[src/rtl/frac_clken_pkg.sv]
package frac_clken_pkg;
  localparam int WIN_LEN  = 32;
  localparam int CODE_W   = 5;
  localparam int MULT_W   = 6;
  localparam int PHASE_W  = 5;
  localparam int DATA_W   = 32;
  localparam int FLAG_BIT = 31;

  typedef enum logic {
    SEL_RATIO  = 1'b0,
    SEL_COMMIT = 1'b1
  } reg_sel_e;
endpackage

[src/rtl/frac_clken_regs.sv]
module frac_clken_regs
  import frac_clken_pkg::*;
#(
  parameter int FIELD_LSB = 8
) (
  input  logic              clk,
  input  logic              rst_n,
  input  logic              reg_wr,
  input  logic              reg_sel,
  input  logic [DATA_W-1:0] reg_wdata,
  input  logic              boundary,
  output logic [DATA_W-1:0] reg_rdata,
  output logic              kick,
  output logic [CODE_W-1:0] code,
  output logic [MULT_W-1:0] mult_active
);
  logic              kick_nxt;
  logic [CODE_W-1:0] code_nxt;
  logic [MULT_W-1:0] mult_nxt;
  logic              code_en;
  logic              apply_en;

  // The code field is locked while a commit waits for its boundary.
  always_comb begin
    code_en  = reg_wr && (reg_sel == SEL_RATIO) && !kick;
    apply_en = kick && boundary;
    code_nxt = code_en ? reg_wdata[FIELD_LSB +: CODE_W] : code;
    mult_nxt = apply_en ? MULT_W'(WIN_LEN) - MULT_W'(code) : mult_active;
    kick_nxt = kick;
    if (apply_en)
      kick_nxt = 1'b0;
    else if (reg_wr && (reg_sel == SEL_COMMIT) && reg_wdata[FLAG_BIT])
      kick_nxt = 1'b1;
  end

  always_ff @(posedge clk or negedge rst_n) begin
    if (!rst_n) begin
      kick        <= 1'b0;
      code        <= '0;
      mult_active <= MULT_W'(WIN_LEN);
    end else begin
      kick <= kick_nxt;
      if (code_en)  code        <= code_nxt;
      if (apply_en) mult_active <= mult_nxt;
    end
  end

  always_comb begin
    reg_rdata = '0;
    if (reg_sel == SEL_RATIO)
      reg_rdata[FIELD_LSB +: CODE_W] = code;
    else
      reg_rdata[FLAG_BIT] = kick;
  end
endmodule

[src/rtl/frac_clken_accum.sv]
module frac_clken_accum
  import frac_clken_pkg::*;
(
  input  logic              clk,
  input  logic              rst_n,
  input  logic [MULT_W-1:0] mult,
  output logic              boundary,
  output logic              frac_pulse
);
  localparam int SUM_W = MULT_W + 1;

  logic [PHASE_W-1:0] phase;
  logic [PHASE_W-1:0] phase_nxt;
  logic [MULT_W-1:0]  acc;
  logic [MULT_W-1:0]  acc_nxt;
  logic [SUM_W-1:0]   sum;
  logic               pulse_nxt;

  always_comb begin
    boundary  = (phase == PHASE_W'(WIN_LEN - 1));
    phase_nxt = phase + 1'b1;
    sum       = SUM_W'(acc) + SUM_W'(mult);
    pulse_nxt = (sum >= SUM_W'(WIN_LEN));
    acc_nxt   = pulse_nxt ? MULT_W'(sum - SUM_W'(WIN_LEN)) : MULT_W'(sum);
  end

  always_ff @(posedge clk or negedge rst_n) begin
    if (!rst_n) begin
      phase      <= '0;
      acc        <= '0;
      frac_pulse <= 1'b0;
    end else begin
      phase      <= phase_nxt;
      acc        <= acc_nxt;
      frac_pulse <= pulse_nxt;
    end
  end
endmodule

[src/rtl/frac_clken_postdiv.sv]
module frac_clken_postdiv #(
  parameter int FIXED_DIV = 2
) (
  input  logic clk,
  input  logic rst_n,
  input  logic pulse_in,
  output logic en_out
);
  generate
    if (FIXED_DIV <= 1) begin : g_pass
      always_ff @(posedge clk or negedge rst_n) begin
        if (!rst_n) en_out <= 1'b0;
        else        en_out <= pulse_in;
      end
    end else begin : g_div
      localparam int CNT_W = $clog2(FIXED_DIV);
      localparam logic [CNT_W-1:0] LAST = CNT_W'(FIXED_DIV - 1);
      logic [CNT_W-1:0] cnt;
      logic [CNT_W-1:0] cnt_nxt;
      logic             hit;

      always_comb begin
        hit     = pulse_in && (cnt == LAST);
        cnt_nxt = hit ? '0 : cnt + 1'b1;
      end

      always_ff @(posedge clk or negedge rst_n) begin
        if (!rst_n) begin
          cnt    <= '0;
          en_out <= 1'b0;
        end else begin
          if (pulse_in) cnt <= cnt_nxt;
          en_out <= hit;
        end
      end
    end
  endgenerate
endmodule

[src/rtl/frac_clken_div.sv]
module frac_clken_div
  import frac_clken_pkg::*;
#(
  parameter int FIELD_LSB = 8,
  parameter int FIXED_DIV = 2
) (
  input  logic        clk,
  input  logic        rst_n,
  input  logic        reg_wr,
  input  logic        reg_sel,
  input  logic [31:0] reg_wdata,
  output logic [31:0] reg_rdata,
  output logic        clk_en_out
);
  logic [1:0]        rst_sync;
  logic              rst_sync_n;
  logic              boundary;
  logic              frac_pulse;
  logic              kick;
  logic [CODE_W-1:0] code;
  logic [MULT_W-1:0] mult_active;

  always_ff @(posedge clk or negedge rst_n) begin
    if (!rst_n) rst_sync <= 2'b00;
    else        rst_sync <= {rst_sync[0], 1'b1};
  end
  assign rst_sync_n = rst_sync[1];

  frac_clken_regs #(.FIELD_LSB(FIELD_LSB)) u_regs (
    .clk        (clk),
    .rst_n      (rst_sync_n),
    .reg_wr     (reg_wr),
    .reg_sel    (reg_sel),
    .reg_wdata  (reg_wdata),
    .boundary   (boundary),
    .reg_rdata  (reg_rdata),
    .kick       (kick),
    .code       (code),
    .mult_active(mult_active)
  );

  frac_clken_accum u_accum (
    .clk       (clk),
    .rst_n     (rst_sync_n),
    .mult      (mult_active),
    .boundary  (boundary),
    .frac_pulse(frac_pulse)
  );

  frac_clken_postdiv #(.FIXED_DIV(FIXED_DIV)) u_post (
    .clk     (clk),
    .rst_n   (rst_sync_n),
    .pulse_in(frac_pulse),
    .en_out  (clk_en_out)
  );
endmodule

[config.mk]
export PLATFORM = sky130hd
export DESIGN_NAME = frac_clken_div
export DESIGN_NICKNAME = d
export VERILOG_FILES = /design/src/rtl/frac_clken_pkg.sv /design/src/rtl/frac_clken_regs.sv /design/src/rtl/frac_clken_accum.sv /design/src/rtl/frac_clken_postdiv.sv /design/src/rtl/frac_clken_div.sv
export SDC_FILE = /design/constraint.sdc
export NUM_CORES = 1
export LEC_CHECK = 0
export ABC_AREA = 0
export BUFFER_PORTS_ARGS = -buffer_cell sky130_fd_sc_hd__buf_4
export CORE_MARGIN = 2
export CORE_UTILIZATION = 46
export CTS_CLUSTER_SIZE = 40
export DETAILED_ROUTE_END_ITERATION = 12
export PLACE_DENSITY = 0.78
export SYNTH_ARGS = -nofsm -noshare
export SYNTH_HDL_FRONTEND = slang
export SYNTH_SLANG_ARGS = --single-unit
[constraint.sdc]
create_clock -name clk -period 1.2 [get_ports clk]
set_clock_uncertainty 0.05 [all_clocks]
set_input_delay 0.18 -clock clk [delete_from_list [all_inputs] [get_ports clk]]
set_output_delay 0.18 -clock clk [all_outputs]
set_load 0.05 [all_outputs]
==> summary.md <==
| Metric | Value |
|---|---|
| Status | `finished, violations left` |
| Violated checks | `setup timing` |
| R2R cell count | `7` |
| Final Core Density | `0.7228` |
| Global-route wire length before repair | `a little over 5000 µm` |
| Syn_area_per_cell | `approximately 11 µm²` |
| Power Dens Cells | `between 2000 and 2500 nW/µm²` |
| Gr ovfl total | `0` |
| Clk slew on worst S/H paths | `roughly 170 ps` |
| Critical path class | `reg -> reg` |
| Synth Flop Type | `dfrtp_1` |
| Unique cell type count in the Yosys netlist | `35` |
| Synth warnings | `0` |
| Die area | `3728 µm²` |
| Min cycle time layout | `1776 ps` |
| Clk Latency, worst-skew pair | `~330 ps` |
| Drt first-iter violations | `28` |
| FILL cells | `between 150 and 200` |
| Max cap viols | `0` |
| Fin crit share | `1.480` |
| VDD IR-drop max | `1265 µV` |
| Post-synth EDFFs | `0` |
| Peak Freq | `~560 MHz` |
| Synth top area share | `0.4511` |
| Synth area leaders | `dfrtp_1 45%, buf_4 13%, ha_1 7.5%` |
| Max-slew violations | `0` |
| IO Port Bufs | `16` |
| Post-synthesis instance total | `~140` |
| Total GRT Usage | `0.1910` |
| Die width | `61.06 µm` |
| Most numerous cell in the Yosys netlist | `dfrtp_1` |
| Met3 routed WL | `around 120 µm` |
| Leak pwr | `approximately 1.1 nW` |
| Layout cells sized above 1 | `0.4975` |
| Setup crit end kind | `flip-flop` |
| Synth cell count leaders | `27 x dfrtp_1, 26 x buf_4, 9 x ha_1` |
| PnR worst setup slack | `-575.8 ps` |
| DR vias/cell | `approximately 4.7` |
| R2r endpoint | `u_accum.acc[5]` |
| CTS tree | `built` |
| Met2 WL | `around 2200 µm` |
| Drc violations | `0` |
| Count of final hold-check violations | `0` |
| Routed WL | `3779 µm` |
| Clk buf depth | `2` |
| Max Used Layer | `met4` |
| Synth Register Bits | `28` |
| Min-delay src | `reg_wdata[8]` |
| Vias in the first global route | `about 1.2k` |
| Final Setup Violations | `24` |
| Post-DP HPWL | `2105 µm` |
| Async SR Flop Fraction | `1.000` |
| Type of origin of the critical path | `flip-flop` |
| Rows | `20` |
| Core box area | `3078 µm²` |
| H-tree levels | `1` |
| Placed Area | `between 1500 and 2000 µm²` |
| RSZ-0062 raised after global routing | `true` |
| Routed Antenna Nets | `0` |
| Post-route total power | `about 0.0054 W` |
| Worst-path maximum fanout | `2` |
| Fin area | `2225 µm²` |
| Initial antenna violation count | `0` |
| Routability cong. | `0.7220` |
| Nets | `244` |
| Largest area contributor in the netlist | `dfrtp_1` |
| Worst Hold End | `u_regs.code[0]` |
| Starting Density | `0.4866` |
| Vias | `around 1.1k` |
| Metal1 wirelength | `approximately 1400 µm` |
| Worst Hold Depth | `3` |
| Critical Path RT | `between 1000 and 1500 ps` |
| Arr. time, crit path | `slightly below 2000 ps` |
| Largest net degree at the start of global routing | `27` |
| Reg-to-reg slack, setup | `-580 ps` |
| TritonCTS Buffers | `3` |
| RR Startpoint | `u_regs.mult_active[0]` |
| Clk sink count | `28` |
| Worst min path class | `in -> reg` |
| DR WL/cell | `15.68 µm` |
| # IOs | `just under 70` |
| Post-synthesis sequential area ratio | `0.4687` |
| Detailed Routing Iterations Pass 1 | `4` |
| Post-synthesis instance area | `1498 µm²` |
| Layout area overhead | `48.54%` |
| Die Ht | `61.06 µm` |
| Ant diodes | `0` |
| Clk root buf | `clkbuf_4` |
| Total negative slack | `-5279 ps` |
-- area by class of cell --
| cell class | instances | area (µm²) | area share |
|---|---|---|---|
| multi-input cells | 98 | 842.1 | 0.3785 |
| clock inverters | 1 | 30.03 | 0.01350 |
| well taps | 44 | 55.05 | 0.02475 |
| repair buffers | 59 | 541.8 | 0.2435 |
| flip-flops and latches | 28 | 703.2 | 0.3161 |
| inverters | 8 | 30.03 | 0.01350 |
| clock buffers | 3 | 22.52 | 0.01012 |
-- sequential cells by signal, indices dropped and copies added, names as in the netlist --
signal / flops
u_regs.mult_active: 6
u_post.g_div.cnt: 1
u_post.en_out: 1
u_regs.kick: 1
rst_sync: 2
u_regs.code: 5
u_accum.phase: 5
u_accum.acc: 6
u_accum.frac_pulse: 1
-- worst max-delay path by stage --
stage	end	slack, ps	startpoint	depth (start not counted)
after global placement	u_accum.acc[5]	-440	u_regs.mult_active[0]	7
final	u_accum.acc[5]	-580	u_regs.mult_active[0]	7
after detailed placement	u_accum.acc[5]	-510	u_regs.mult_active[0]	7
after global routing	u_accum.acc[5]	-600	u_regs.mult_active[0]	7
after CTS	u_accum.acc[5]	-500	u_regs.mult_active[0]	7
after floorplan	u_accum.acc[5]	-430	u_regs.mult_active[0]	7
-- what timing repair did --
item	in CTS	in global routing
hold endpoints to repair	3	3
hold buffers	2	3
pin swaps	5	8
gates resized for setup	27	15
cloned	0	1
endpoints found under the setup margin	23	24
setup buffers	12	5
-- layout by cell type (no fill, tap or decap), drive strengths merged, types with 5 or more instances in the layout --
master,instances
buf,53
conb,27
dfrtp,27
dlygate4sd3,5
ha,9
inv,8
nand2,8
nor2,6
o21ai,8
-- logic make-up (layout without fill, tap and decap cells) --
kind of cell	after synthesis	after routing	synth area share
buffers and inverters	36	71	0.1571
adder cells (fa/ha/maj)	10	10	0.08856
AO/OA/AOI/OAI	21	21	0.09274
AND/OR/NAND/NOR	28	28	0.1103
XOR/XNOR	7	7	0.04094
multiplexers	5	5	0.03676
flip-flops	28	28	0.4687
other	2	27	0.005014
-- critical path, stage by stage, from the launching register on --
cell     delay [ps]
dfrtp_1         440
ha_4            180
inv_2            60
fa_2            250
nor2b_4          60
o31a_1          250
o21a_1          190
o211a_1         210
-- per-stage QoR --
step,cells,hold WS [ps],setup slack (ps)
2_1_floorplan,162,-165.6,-432.0
3_3_place_gp,216,-87.04,-442.8
3_5_place_dp,216,-86.26,-510.7
4_1_cts,233,8.564,-504.5
5_1_grt,241,11.11,-602.3
6_report,241,20.18,-575.8
-- per-layer routing --
metal,GRT usage,vias up
li1,-,526
met1,0.2133,564
met2,0.3663,37
met3,0.02941,6
met4,0.06211,0
met5,0,-
-- where the power goes --
group,total [W],internal [W],switching (W)
logic,0.00320,0.00161,0.00159
registers,0.00152,0.00126,0.000267
clock network,0.000636,0.000338,0.000298
total,0.00536,0.00320,0.00216
(Power assumes the default switching activity.)
